[src/rtl/gpg_pkg.sv]
package gpg_pkg;

    localparam int WORD_W = 32;

    typedef enum logic [3:0] {
        ST_LD_EDGES,
        ST_LD_OFS,
        ST_ARM_LOW,
        ST_ARM_HIGH,
        ST_LD_WID,
        ST_OFFSET,
        ST_PULSE,
        ST_GUARD,
        ST_DONE
    } gpg_state_e;

    typedef struct packed {
        logic cut;
        logic pulse;
    } gpg_code_t;

    // Output code owned by each state
    function automatic gpg_code_t code_of(gpg_state_e s);
        gpg_code_t c;
        c = '{cut: 1'b0, pulse: 1'b0};
        case (s)
            ST_OFFSET: c = '{cut: 1'b1, pulse: 1'b0};
            ST_PULSE:  c = '{cut: 1'b1, pulse: 1'b1};
            ST_GUARD:  c = '{cut: 1'b1, pulse: 1'b0};
            default:   c = '{cut: 1'b0, pulse: 1'b0};
        endcase
        return c;
    endfunction

    // States that take a parameter word
    function automatic logic wants_word(gpg_state_e s);
        return (s == ST_LD_EDGES) || (s == ST_LD_OFS) || (s == ST_LD_WID);
    endfunction

endpackage

[src/rtl/gpg_sync.sv]
module gpg_sync #(
    parameter int STAGES = 2
) (
    input  logic clk,
    input  logic rst,
    input  logic d_async,
    output logic q_sync
);
    logic [STAGES-1:0] chain;

    generate
        for (genvar i = 0; i < STAGES; i++) begin : g_stage
            always_ff @(posedge clk) begin
                if (rst) begin
                    chain[i] <= 1'b0;
                end else if (i == 0) begin
                    chain[i] <= d_async;
                end else begin
                    chain[i] <= chain[(i == 0) ? 0 : i-1];
                end
            end
        end
    endgenerate

    assign q_sync = chain[STAGES-1];
endmodule

[src/rtl/gpg_fsm.sv]
module gpg_fsm
    import gpg_pkg::*;
#(
    parameter int CW                = WORD_W,
    parameter int GUARD_ITERS       = 32,
    parameter int GUARD_ITER_CYCLES = 41
) (
    input  logic          clk,
    input  logic          rst,
    input  logic [CW-1:0] word,
    input  logic          word_valid,
    output logic          word_ready,
    input  logic          trig_s,
    input  logic          irq_clear,
    output gpg_state_e    state,
    output logic          irq
);
    localparam int GUARD_TOTAL = GUARD_ITERS * GUARD_ITER_CYCLES;
    localparam int GW          = $clog2(GUARD_TOTAL);
    localparam logic [GW-1:0] GUARD_LOAD = GW'(GUARD_TOTAL - 1);

    logic [CW-1:0] edge_cnt;
    logic [CW-1:0] ofs_cnt;
    logic [CW-1:0] wid_cnt;
    logic [GW-1:0] guard_cnt;
    logic          take;

    assign word_ready = wants_word(state);
    assign take       = word_ready && word_valid;

    always_ff @(posedge clk) begin
        if (rst) begin
            state     <= ST_LD_EDGES;
            edge_cnt  <= '0;
            ofs_cnt   <= '0;
            wid_cnt   <= '0;
            guard_cnt <= '0;
            irq       <= 1'b0;
        end else begin
            case (state)
                ST_LD_EDGES: begin
                    if (take) begin
                        edge_cnt <= word;
                        state    <= ST_LD_OFS;
                    end
                end
                ST_LD_OFS: begin
                    if (take) begin
                        ofs_cnt <= word;
                        irq     <= 1'b0;     // drop any stale completion flag
                        state   <= ST_ARM_LOW;
                    end
                end
                ST_ARM_LOW: begin
                    if (!trig_s) state <= ST_ARM_HIGH;
                end
                ST_ARM_HIGH: begin
                    if (trig_s) begin
                        if (edge_cnt == '0) begin
                            state <= ST_LD_WID;
                        end else begin
                            edge_cnt <= edge_cnt - 1'b1;
                            state    <= ST_ARM_LOW;
                        end
                    end
                end
                ST_LD_WID: begin
                    if (take) begin
                        wid_cnt <= word;
                        state   <= ST_OFFSET;
                    end
                end
                ST_OFFSET: begin
                    if (ofs_cnt == '0) state <= ST_PULSE;
                    else               ofs_cnt <= ofs_cnt - 1'b1;
                end
                ST_PULSE: begin
                    if (wid_cnt == '0) begin
                        guard_cnt <= GUARD_LOAD;
                        state     <= ST_GUARD;
                    end else begin
                        wid_cnt <= wid_cnt - 1'b1;
                    end
                end
                ST_GUARD: begin
                    if (guard_cnt == '0) begin
                        irq   <= 1'b1;
                        state <= ST_DONE;
                    end else begin
                        guard_cnt <= guard_cnt - 1'b1;
                    end
                end
                ST_DONE: begin
                    if (irq_clear) begin
                        irq   <= 1'b0;
                        state <= ST_LD_EDGES;
                    end
                end
                default: state <= ST_LD_EDGES;
            endcase
        end
    end
endmodule

[src/rtl/gpg_encode.sv]
module gpg_encode
    import gpg_pkg::*;
(
    input  gpg_state_e state,
    output logic       pulse_o,
    output logic       cut_o
);
    gpg_code_t code;

    always_comb begin
        code    = code_of(state);
        pulse_o = code.pulse;
        cut_o   = code.cut;
    end
endmodule

[src/rtl/glitch_pulse_gen.sv]
module glitch_pulse_gen
    import gpg_pkg::*;
#(
    parameter int CW                = WORD_W,
    parameter int SYNC_STAGES       = 2,
    parameter int GUARD_ITERS       = 32,
    parameter int GUARD_ITER_CYCLES = 41
) (
    input  logic          clk,
    input  logic          rst,
    input  logic [CW-1:0] cfg_data,
    input  logic          cfg_valid,
    output logic          cfg_ready,
    input  logic          trig_in,
    input  logic          irq_clear,
    output logic          pulse_out,
    output logic          cut_out,
    output logic          done_irq
);
    logic       trig_s;
    gpg_state_e state;

    gpg_sync #(.STAGES(SYNC_STAGES)) u_sync (
        .clk     (clk),
        .rst     (rst),
        .d_async (trig_in),
        .q_sync  (trig_s)
    );

    gpg_fsm #(
        .CW                (CW),
        .GUARD_ITERS       (GUARD_ITERS),
        .GUARD_ITER_CYCLES (GUARD_ITER_CYCLES)
    ) u_fsm (
        .clk        (clk),
        .rst        (rst),
        .word       (cfg_data),
        .word_valid (cfg_valid),
        .word_ready (cfg_ready),
        .trig_s     (trig_s),
        .irq_clear  (irq_clear),
        .state      (state),
        .irq        (done_irq)
    );

    gpg_encode u_enc (
        .state   (state),
        .pulse_o (pulse_out),
        .cut_o   (cut_out)
    );
endmodule

[config.mk]
export PLATFORM = sky130hd
export DESIGN_NAME = glitch_pulse_gen
export DESIGN_NICKNAME = d
export VERILOG_FILES = /design/src/rtl/gpg_pkg.sv /design/src/rtl/gpg_sync.sv /design/src/rtl/gpg_fsm.sv /design/src/rtl/gpg_encode.sv /design/src/rtl/glitch_pulse_gen.sv
export SDC_FILE = /design/constraint.sdc
export NUM_CORES = 1
export LEC_CHECK = 0
export BUFFER_PORTS_ARGS = -buffer_cell sky130_fd_sc_hd__buf_2
export CAP_MARGIN = 25
export CORE_ASPECT_RATIO = 1.4
export CORE_MARGIN = 3
export CORE_UTILIZATION = 45
export CTS_CLUSTER_SIZE = 14
export DETAILED_ROUTE_END_ITERATION = 16
export PLACE_DENSITY = 0.65
export SKIP_CTS_REPAIR_TIMING = 1
export SYNTH_ARGS = -nofsm -noshare
export SYNTH_HDL_FRONTEND = slang
export SYNTH_SLANG_ARGS = --single-unit
[constraint.sdc]
create_clock -name clk -period 8.4 [get_ports clk]
set_input_delay 0 -clock clk [delete_from_list [all_inputs] [get_ports clk]]
set_output_delay 0 -clock clk [all_outputs]
set_load 0.1 [all_outputs]
==> summary.txt, run 1 <==
Power
  • PD cells: 204 nW/µm²
  • Worst VDD drop: 151 µV
  • Leakage: a little under 3 nW

Route
  • Initial DRC Count: 795
  • DRT Wirelength: 23.3 mm
  • DRT antenna net count: 0
  • DR vias: ~7800
  • Vias per cell: 6.50
  • Drt drc: 0
  • Detailed-route wire length per cell: between 15 and 20 µm
  • DR pass1 iterations: 5

STA
  • Slew headroom: 0.332
  • Final period utilization: 0.448
  • Final Critical Period: 3.76 ns
  • Max Transition Viols Final: 0
  • Fmax: 266 MHz
  • Clk_skew: 0.00938 ns
  • Setup TNS: 0 ns
  • RSZ-0062 raised after global routing: false
  • Final hold slack: -0.0402 ns
  • Slew of the pin with the lowest slew margin: 1.00 ns
  • Setup ws final: 4.64 ns
  • Final setup viols: 0
  • Hold Fails Final Rpt: 20

Synth
  • Mapped cell area: 7050 µm²
  • Post-Synth XOR/XNOR Area: 0.00994
  • Synth unique cells: 65
  • Mux cell area share after synthesis: 0.00160
  • Avg Inst Size Synth: 7.11 µm²
  • Post-synth EDFFs: 0
  • Largest family of logic cells by synthesized area: compound AO/OA/AOI/OAI gates
  • Yosys warns: 0
  • Cells after Synth: a little under 1000
  • Synth Area in Simple Gates: 0.297
  • Synth Area in Compound Gates: 0.302
  • Main synth FF type: dfxtp_1
  • Yosys reg bits: 114
  • Post-synthesis async set-or-reset flop share: 0
  • Adder-Cell Fraction of Synth Area: 0.00887
  • Seq/Total Area, Yosys: 0.324
  • Post-Syn Nets: 1034

GRT
  • Total Routing Usage GR: 0.269
  • GRT overflow: 0
  • Initial antenna violation count: 0
  • First-pass GRT wire length: 37.8 mm
  • Largest net degree at the start of global routing: 81
  • Vias in the first global route: 7286

Floorplan
  • I/O pin count: between 40 and 50
  • Core ar.: 15200 µm²
  • Initial Utilization: 0.464
  • # rows: 53
  • Width of the die: 112 µm
  • DIE HEIGHT: 154 µm
  • Die Area: roughly 17000 µm²

Setup path
  • Critical path's largest stage delay: roughly 0.76 ns
  • Crit. Startpoint: u_fsm.edge_cnt[0]
  • Worst-path cell chain: inv_1 -> ha_1 -> or4b_1 -> or4_4 -> or4_1 -> o21ai_4 -> nor2_1 -> a32o_1
  • R2R depth: 8
  • Crit end category: register
  • WP data required: 8.71 ns
  • Crit path depth: 8
  • CP Class: register to register
  • Worst Setup EP: u_fsm.edge_cnt[21]
  • CP max FO: 30
  • CP startpoint kind: register
  • Reg2reg setup slack: 4.64 ns
  • Critical R2R Launch: u_fsm.edge_cnt[0]
  • Family with the most delay on the worst path: simple AND/OR/NAND/NOR gates
  • FF-to-FF End: u_fsm.edge_cnt[21]
  • Crit path DAT: 4.07 ns
  • Worst Path Buf+Inv: 1
  • Slowest CP cell: or4_1

Finish
  • Nets: 1043
  • Ant diodes: 0
  • Layout cell share with drive strength beyond 1: 0.102
  • Filler Cells Inserted: 1531
  • Final Instance Area: 8040 µm²
  • Final Util: 0.530
  • P&R area growth vs syn: 14.1%

Clock network
  • Clk slew on worst S/H paths: 0.06 ns
  • CTS Buf Count: 17
  • TritonCTS clock tree: yes
  • Clock tree buffer depth: 2
  • Worst-Skew Late Latency: 0.43 ns
  • Htree depth: 4
  • Clk root buf: clkbuf_16
  • Clock Sinks: 114

Flow run
  • Max Cap Violations: 0

Place
  • Input/output buffers: 40
  • DP HPWL: about 16 mm
  • Gpl congestion: 0.904
  • Pre-CTS setup slack: 4.72 ns
  • Placed Area: 7270 µm²

Outcome
  • Failing checks: negative hold slack
  • Status: complete, but fails checks

Min path
  • Worst hold path class: primary input to register
[cells by family (layout without fill, tap and decap cells)]
kind of cell / count (synthesis) / after routing
DFF: 114 / 114
AOI/OAI and AO/OA: 345 / 345
adders and majority gates: 5 / 5
muxes: 1 / 1
and+or+nand+nor: 421 / 421
buffers and inverters: 98 / 120
xor gates and xnor gates: 8 / 8
[power breakdown]
| part | switching (W) | total (W) | internal (W) |
|---|---|---|---|
| Clock | 0.000265 | 0.000782 | 0.000517 |
| Combinational | 0.000182 | 0.000268 | 0.0000860 |
| Sequential | 0.0000266 | 0.000590 | 0.000563 |
[tightest hold or removal path: stages]
cell and delay [ns]:
buf_2 0.15, a32oi_1 0.07, a21oi_1 0.12
[worst min path at each step]
stage	startpoint	to	slack, ns	cells past startpoint
global placement	trig_in	u_sync.chain[0]	0.22	2
floorplan	trig_in	u_sync.chain[0]	0.13	1
finish	cfg_data[9]	u_fsm.wid_cnt[9]	-0.04	3
CTS	trig_in	u_sync.chain[0]	-0.22	2
detailed placement	trig_in	u_sync.chain[0]	0.22	2
global route	cfg_data[19]	u_fsm.ofs_cnt[19]	0.0002	3
[state kept, by name, indices dropped and copies added (netlist names)]
name,cells
u_fsm.edge_cnt,32
u_fsm.ofs_cnt,32
u_fsm.wid_cnt,32
u_fsm.guard_cnt,11
u_fsm.state,4
u_fsm.irq,1
u_sync.chain,1
u_sync.q_sync,1
[stage by stage]
step                instances  power, W
floorplan                 992  0.000784
global placement         1158  0.000856
detailed placement       1160  0.000857
CTS                      1192   0.00164
global route             1206   0.00170
finish                   1206   0.00164
[cell usage in the layout (no fill, tap or decap), drive strengths merged, types with 14 or more instances in the layout]
master       instances
clkbuf              22
a31oi               29
buf                 52
nor3                62
nor2                79
dlygate4sd3         14
dfxtp              114
a21oi              126
nand3               30
o21ai               87
or4                 23
nor4                31
inv                 22
nand2              127
[cell usage after synthesis (4+ instances only)]
cell	n	area (µm²)
nand2_1	127	477
a21oi_1	125	626
dfxtp_1	114	2280
nor2_1	79	297
o21ai_0	71	355
clkbuf_1	63	236
nor3_1	62	310
nand3_1	30	150
nor4_1	30	188
a31oi_1	29	181
or4_1	22	165
inv_1	21	78.8
o21ai_1	15	75.1
a22o_1	12	105
or3_1	12	75.1
o32ai_1	11	96.3
a211oi_1	10	75.1
o211ai_1	9	67.6
o41ai_1	9	78.8
and3_1	8	50.1
nand4_1	8	50.1
a22oi_1	7	52.6
a32oi_1	7	61.3
buf_2	7	35.0
and2_1	6	37.5
nand2b_1	6	37.5
nor3b_1	6	45.0
o31ai_1	6	45.0
a31o_2	5	43.8
ha_1	5	62.6
o22ai_1	5	31.3
xnor2_1	5	43.8
a32o_1	4	40.0
nand4b_1	4	35.0
nor2b_1	4	25.0
nor4b_1	4	35.0
[routing by layer]
metal | vias to the layer above | wire (µm) | GRT usage
li1 | 3738 | - | -
met1 | 3736 | 9430 | 0.332
met2 | 307 | 11500 | 0.453
met3 | 60 | 1620 | 0.0488
met4 | 0 | 816 | 0.124
met5 | - | 0 | 0
[final cells by class]
type | count | area [µm²] | share of cell area
clock buffer | 22 | 474 | 0.0590
clock inverter | 10 | 155 | 0.0193
inverter | 22 | 82.6 | 0.0103
multi-input combinational | 780 | 4380 | 0.545
sequential | 114 | 2280 | 0.284
tap | 192 | 240 | 0.0299
timing repair buffer | 66 | 428 | 0.0532
Power figures use the tool's default switching activity.
==> run 2: changes to the inputs <==
--- a/config.mk
+++ b/config.mk
@@ -12,7 +12,7 @@
 export CORE_UTILIZATION = 45
 export CTS_CLUSTER_SIZE = 14
 export DETAILED_ROUTE_END_ITERATION = 16
-export PLACE_DENSITY = 0.65
+export PLACE_DENSITY = 0.67
 export SKIP_CTS_REPAIR_TIMING = 1
 export SYNTH_ARGS = -nofsm -noshare
 export SYNTH_HDL_FRONTEND = slang
==> constraint.sdc (replaced) <==
create_clock -name clk -period 3.15 [get_ports clk]
set_input_delay 0 -clock clk [delete_from_list [all_inputs] [get_ports clk]]
set_output_delay 0 -clock clk [all_outputs]
set_load 0.1 [all_outputs]
==> run 2 against run 1 <==
  * The run still ends with negative hold slack left
  * Sequential power grew to 2.6 times the previous value
  * Worst setup slack worse by 4.5 ns
  * Non-clock buffer count rose by 40
  * Sequential cell count did not move
  * Critical endpoint is now u_fsm.edge_cnt[20]
  * Largest cell class unchanged
==> summary.txt, run 2 (same netlist as run 1, synthesis figures left out) <==
Outcome
  • Status: complete, but fails checks
  • Failing checks: negative hold slack

GRT
  • Largest net degree at the start of global routing: 81 (unchanged)
  • Initial antenna violation count: 0 (unchanged)
  • Vias in the first global route: 7329 (+0.59%)
  • Total Routing Usage GR: 0.271 (+0.00165)
  • First-pass GRT wire length: 37.5 mm (-0.66%)
  • GRT overflow: 0 (unchanged)

STA
  • Final setup viols: 0 (unchanged)
  • Final hold slack: -0.00724 ns (+0.0329 ns)
  • Hold Fails Final Rpt: 5 (-75%)
  • Slew of the pin with the lowest slew margin: 1.03 ns (+0.0295 ns)
  • Final period utilization: 0.959 (+0.512)
  • Clk_skew: 0.00925 ns (-0.000128 ns)
  • Max Transition Viols Final: 0 (unchanged)
  • RSZ-0062 raised after global routing: false
  • Slew headroom: 0.306 (-0.0256)
  • Final Critical Period: 3.02 ns (-0.739 ns)
  • Fmax: 331 MHz (+24%)
  • Setup TNS: 0 ns (unchanged)

Floorplan
  • Core ar.: 15200 µm² (unchanged)
  • Initial Utilization: 0.464 (unchanged)
  • DIE HEIGHT: 154 µm (unchanged)
  • # rows: 53 (unchanged)
  • I/O pin count: 41 (unchanged)
  • Die Area: 17200 µm² (unchanged)
  • Width of the die: 112 µm (unchanged)

Finish
  • Nets: 1083 (+3.8%)
  • Most frequent cells in the layout: nand2_1 (126), a21oi_1 (125), dfxtp_1 (114)
  • Ant diodes: 0 (unchanged)
  • Layout cell share with drive strength beyond 1: 0.138 (+0.0360)
  • P&R area growth vs syn: 18.9%
  • Most common cell after layout, fill and taps aside: nand2_1
  • Top Registers: u_fsm.edge_cnt x32, u_fsm.ofs_cnt x32, u_fsm.wid_cnt x32
  • Final Util: 0.552 (+0.0222)
  • Final Instance Area: 8380 µm² (+4.2%)

Clock network
  • Worst-Skew Late Latency: 0.43 ns (about the same)
  • Clk slew on worst S/H paths: 0.06 ns (about the same)
  • Clock tree buffer depth: 2 (unchanged)
  • Htree depth: 4 (unchanged)
  • Clock Sinks: 114 (unchanged)
  • CTS Buf Count: 17 (unchanged)
  • Clk root buf: clkbuf_16
  • TritonCTS clock tree: yes

Power
  • Sequential share of power: 0.355 (-0.005)
  • Leakage: 3.12 nW (+6.1%)
  • Switching Share: 0.297 (+0.00866)
  • Clock share of power: 0.465 (-0.012)
  • Int Pwr: 0.00310 W (+170%)
  • Worst VDD drop: 365 µV (+140%)
  • PD cells: 526 nW/µm² (+160%)
  • NetSw: 0.00131 W (+180%)
  • Combinational Power Share: 0.180 (+0.017)
  • Total chip power: 0.00441 W (+170%)

Place
  • Gpl congestion: 0.913 (+1.0%)
  • Input/output buffers: 40 (unchanged)
  • DP HPWL: 16.4 mm (+3.1%)
  • Placed Area: 7570 µm² (+4.1%)

Route
  • Initial DRC Count: 785 (-1.3%)
  • DRT Wirelength: 23.5 mm (+0.91%)
  • DR pass1 iterations: 6 (+1)
  • Detailed-route wire length per cell: 18.9 µm (-2.3%)
  • Drt drc: 0 (unchanged)
  • DR vias: 7982 (+1.8%)
  • DRT antenna net count: 0 (unchanged)
  • Vias per cell: 6.41 (-1.5%)

Setup path
  • Crit path DAT: 3.34 ns (-0.73 ns)
  • Crit end category: register
  • WP data required: 3.47 ns (-5.24 ns)
  • CP max FO: 30 (unchanged)
  • CP startpoint kind: register
  • CP Class: register to register

Flow run
  • Max Cap Violations: 0 (unchanged)

Min path
  • Worst hold path class: primary input to register
run 2: cell type report:
type                    instances  area, µm²
flip-flops and latches        114       2280
inverters                      22       82.6
multi-input cells             780       4390
clock inverters                15        191
clock buffers                  17        425
repair buffers                106        768
fillers                      1482       6800
well taps                     192        240
run 2: routing by layer:
layer | GRT usage | share of wire | vias to the layer above
li1 | - | - | 3811
met3 | 0.0528 | 0.071 | 74
met5 | 0 | 0 | -
met2 | 0.446 | 0.48 | 330
met1 | 0.322 | 0.40 | 3767
met4 | 0.169 | 0.050 | 0
run 2: critical path: stages (launching register included):
cell and delay, ns:
dfxtp_1 0.33, inv_1 0.09, ha_1 0.16, or4b_1 0.46, or4_4 0.54, or4_1 0.63
o21ai_4 0.19, buf_12 0.20, nor2_1 0.08, a32o_1 0.22
run 2: path summary, 6_finish.rpt:
kind / endpoint / cells past startpoint / slack (ns) / startpoint
setup / recovery: u_fsm.edge_cnt[20] / 9 / 0.13 / u_fsm.edge_cnt[1]
hold / removal: u_fsm.edge_cnt[20] / 4 / -0.007 / cfg_data[20]
hold reg to reg: u_sync.q_sync / 1 / 0.44 / u_sync.chain[0]
setup reg to reg: u_fsm.edge_cnt[20] / 9 / 0.13 / u_fsm.edge_cnt[1]
run 2: power groups by stage:
stage	logic (W)	registers, W	clock network, W
floorplan	0.000512	0.00158	0
global placement	0.000759	0.00159	0
detailed placement	0.000763	0.00159	0
CTS	0.000767	0.00156	0.00207
global route	0.000870	0.00157	0.00214
finish	0.000796	0.00156	0.00205
run 2: per-stage QoR:
stage	hold WS [ns]	cells	setup WS, ns
after floorplan	0.128	992	0.0334
after global placement	0.207	1196	0.120
after detailed placement	0.217	1196	0.0788
after CTS	-0.230	1228	0.0502
after global routing	0.00615	1246	0.000413
final	-0.00724	1246	0.128
==> run 3: changes to the inputs <==
--- a/config.mk
+++ b/config.mk
@@ -5,6 +5,7 @@
 export SDC_FILE = /design/constraint.sdc
 export NUM_CORES = 1
 export LEC_CHECK = 0
+export ABC_AREA = 1
 export BUFFER_PORTS_ARGS = -buffer_cell sky130_fd_sc_hd__buf_2
 export CAP_MARGIN = 25
 export CORE_ASPECT_RATIO = 1.4
==> run 3 against run 2 <==
  * The flow still finishes with violations (negative hold slack)
  * Clock skew decreased by 0.00078 ns
  * First-iteration DRC count decreased by 35%
  * Hold slack got worse by 0.015 ns
  * Die area increased by 14%
  * Final cell count increased by 33%
  * Routed wire length increased by 8.7%
  * Sequential power increased by 49%
  * Sequential cell count unchanged
  * Fmax increased by 25%
  * Worst setup slack improved by 0.59 ns
  * Utilization decreased by 3.2 points
  * Critical path type unchanged
  * Largest cell class unchanged
==> summary.txt, run 3 <==
Setup path
  • Crit end category: register
  • Slowest CP cell: buf_4
  • CP Class: register to register
  • Crit path DAT: 2.77 ns (-0.57 ns)
  • Critical path's largest stage delay: 0.43 ns (-0.20 ns)
  • WP data required: 3.49 ns (+0.02 ns)
  • CP max FO: 50 (+67%)
  • CP startpoint kind: register
  • Crit. Startpoint: u_fsm.state[3]
  • Worst-path cell chain: nor2_2 -> nand2_2 -> clkinv_2 -> buf_4 -> nand2_2 -> nand2_4 -> o21ai_0 -> a21oi_1
  • Critical R2R Launch: u_fsm.state[3]
  • CP most frequent cell: nand2_2

Finish
  • Top Registers: u_fsm.edge_cnt x32, u_fsm.ofs_cnt x32, u_fsm.wid_cnt x32
  • Final Util: 0.520 (-0.0318)
  • Most common cell after layout, fill and taps aside: nand2_1
  • Filler Cells Inserted: 1825 (+23%)
  • Most frequent cells in the layout: nand2_1 (343), nor2_1 (270), inv_1 (138)
  • Final Non-Filler Cells: 1655 (+33%)
  • Nets: 1448 (+34%)
  • Area taken by flip-flops and latches: 2280 µm² (unchanged)
  • Area of the multi-input gates: 4950 µm² (+13%)
  • Layout cell share with drive strength beyond 1: 0.0937 (-0.0438)
  • P&R area growth vs syn: 12.8%
  • Ant diodes: 0 (unchanged)

Clock network
  • TritonCTS clock tree: yes
  • Clock tree buffer depth: 2 (unchanged)
  • Clk slew on worst S/H paths: 0.06 ns (about the same)
  • Clk root buf: clkbuf_16
  • Htree depth: 4 (unchanged)
  • Worst-Skew Late Latency: 0.43 ns (about the same)
  • Clock Sinks: 114 (unchanged)
  • CTS Buf Count: 17 (unchanged)

Synth
  • Commonest cells post-synth: nand2_1 (343), nor2_1 (270), inv_1 (138)
  • Post-Syn Nets: 1421 (+37%)
  • Cell taking the most area after synthesis: dfxtp_1
  • Synth Area in Compound Gates: 0.175 (-0.126)
  • Most common cell in the netlist: nand2_1
  • Top-area cell type share of the netlist area: 0.283 (-0.0405)
  • Synth unique cells: 40 (-38%)
  • Top cells by area, synth: dfxtp_1 (28%), nand2_1 (16%), nor2_1 (13%)
  • Adder-Cell Fraction of Synth Area: 0.00777 (-0.00111)
  • Mux cell area share after synthesis: 0.00248 (+0.000887)
  • Yosys warns: 0 (unchanged)
  • Post-Synth XOR/XNOR Area: 0.0337 (+0.0238)
  • Yosys reg bits: 114 (unchanged)
  • Largest family of logic cells by synthesized area: simple AND/OR/NAND/NOR gates
  • Cells after Synth: 1379 (+39%)
  • Mapped cell area: 8060 µm² (+14%)
  • Post-synthesis async set-or-reset flop share: 0 (unchanged)
  • Synth Area in Simple Gates: 0.395 (+0.0977)
  • Main synth FF type: dfxtp_1
  • Post-synth EDFFs: 0 (unchanged)
  • Avg Inst Size Synth: 5.84 µm² (-18%)
  • Seq/Total Area, Yosys: 0.283 (-0.0405)

GRT
  • Total Routing Usage GR: 0.261 (-0.0100)
  • First-pass GRT wire length: 40.5 mm (+8.1%)
  • GRT overflow: 0 (unchanged)
  • Vias in the first global route: 8132 (+11%)
  • Initial antenna violation count: 1 (+1)
  • Largest net degree at the start of global routing: 51 (-37%)

Floorplan
  • Die Area: 19600 µm² (+14%)
  • Initial Utilization: 0.461 (-0.00312)
  • # rows: 57 (+7.5%)
  • Width of the die: 119 µm (+6.5%)
  • DIE HEIGHT: 164 µm (+6.6%)
  • I/O pin count: 41 (unchanged)
  • Core ar.: 17500 µm² (+15%)

Min path
  • Hold path start: cfg_data[14]
  • Worst hold path class: primary input to register

Power
  • Sequential share of power: 0.221 (-0.134)
  • Total chip power: 0.0106 W (+140%)
  • NetSw: 0.00541 W (+310%)
  • Combinational Power Share: 0.572 (+0.392)
  • Int Pwr: 0.00516 W (+67%)
  • Leakage: 4.14 nW (+33%)
  • Switching Share: 0.512 (+0.214)
  • Clock share of power: 0.207 (-0.258)
  • Worst VDD drop: 494 µV (+35%)
  • PD cells: 1160 nW/µm² (+120%)

Route
  • Detailed-route wire length per cell: 15.5 µm (-18%)
  • DR pass1 iterations: 5 (-1)
  • Vias per cell: 5.37 (-16%)
  • Initial DRC Count: 513 (-35%)
  • DR vias: 8883 (+11%)
  • DRT Wirelength: 25.6 mm (+8.7%)
  • Met3 Wirelength: 1.44 mm (-14%)
  • Met2 Routed Length: 12.4 mm (+10%)
  • Drt drc: 0 (unchanged)
  • DRT antenna net count: 0 (unchanged)
  • DRT met1 WL: 10.4 mm (+9.6%)
  • Top layer in use: met4

Place
  • Gpl congestion: 0.945 (+3.4%)
  • Input/output buffers: 40 (unchanged)
  • Placed insts: 1613 (+35%)
  • DP HPWL: 18.5 mm (+13%)

Outcome
  • Status: complete, but fails checks
  • Failing checks: negative hold slack

STA
  • Clk_skew: 0.00847 ns (-0.000777 ns)
  • Slew of the pin with the lowest slew margin: 0.676 ns (-0.355 ns)
  • Max Transition Viols Final: 0 (unchanged)
  • Fmax: 412 MHz (+25%)
  • Final setup viols: 0 (unchanged)
  • Final hold slack: -0.0224 ns (-0.0151 ns)
  • RSZ-0062 raised after global routing: false
  • Final period utilization: 0.771 (-0.189)
  • Setup TNS: 0 ns (unchanged)
  • Final Critical Period: 2.43 ns (-0.595 ns)
  • Hold Fails Final Rpt: 4 (-1)
  • Slew headroom: 0.549 (+0.243)

Flow run
  • Max Cap Violations: 0 (unchanged)
run 3: cell types whose count changed after synthesis, sizes merged, moves of 13 or more:
cell    change
a31oi      -23
or4        -23
buf        +13
nor2      +207
nor4       -30
nand3      +67
inv       +120
nand2     +225
o21ai      +46
nor3       -56
clkbuf     -38
run 3: area by class of cell:
class / instances / area share
clock buffer: 17 / 0.0468
timing repair buffer: 59 / 0.0405
clock inverter: 15 / 0.0253
sequential: 114 / 0.251
multi-input combinational: 1070 / 0.544
inverter: 144 / 0.0596
tap: 236 / 0.0325
run 3: cell families (layout without fill, tap and decap cells):
kind of cell | count (synthesis) | count (layout)
AOI/OAI and AO/OA | 267 | 267
xor gates and xnor gates | 31 | 31
adders and majority gates | 5 | 5
buffers and inverters | 195 | 235
DFF | 114 | 114
muxes | 2 | 2
and+or+nand+nor | 765 | 765
run 3: critical path: cells and delay by family, from the launching register on:
family	cells	cell delay [ns]
buf+inv	2	0.56
simple gates	4	1.14
compound gates	2	0.26
flops	1	0.36
run 3: path summary, 6_finish.rpt:
| check | endpoint | slack [ns] | depth (start not counted) |
|---|---|---|---|
| worst max-delay path | u_fsm.edge_cnt[0] | 0.72 | 8 |
| worst min register to register | u_sync.q_sync | 0.42 | 2 |
| worst max register to register | u_fsm.edge_cnt[0] | 0.72 | 8 |
| worst min-delay path | u_fsm.wid_cnt[14] | -0.02 | 5 |
run 3: layer usage:
layer / up-vias / GRT usage
met5: - / 0
met4: 0 / 0.147
met3: 80 / 0.0458
met2: 286 / 0.453
met1: 4050 / 0.301
li1: 4467 / -
run 3: power groups by stage:
stage / Clock (W) / Combinational (W) / Sequential (W)
after floorplan: 0 / 0.00487 / 0.00222
after global routing: 0.00228 / 0.00687 / 0.00239
final: 0.00219 / 0.00605 / 0.00233
after CTS: 0.00221 / 0.00602 / 0.00232
after detailed placement: 0 / 0.00598 / 0.00234
after global placement: 0 / 0.00592 / 0.00234
run 3: metrics by stage:
stage | worst slack, ns | cell area (µm²)
finish | 0.723 | 9090
global route | 0.507 | 9090
CTS | 0.748 | 8990
detailed placement | 0.765 | 8330
global placement | 0.833 | 8330
floorplan | 1.26 | 8060
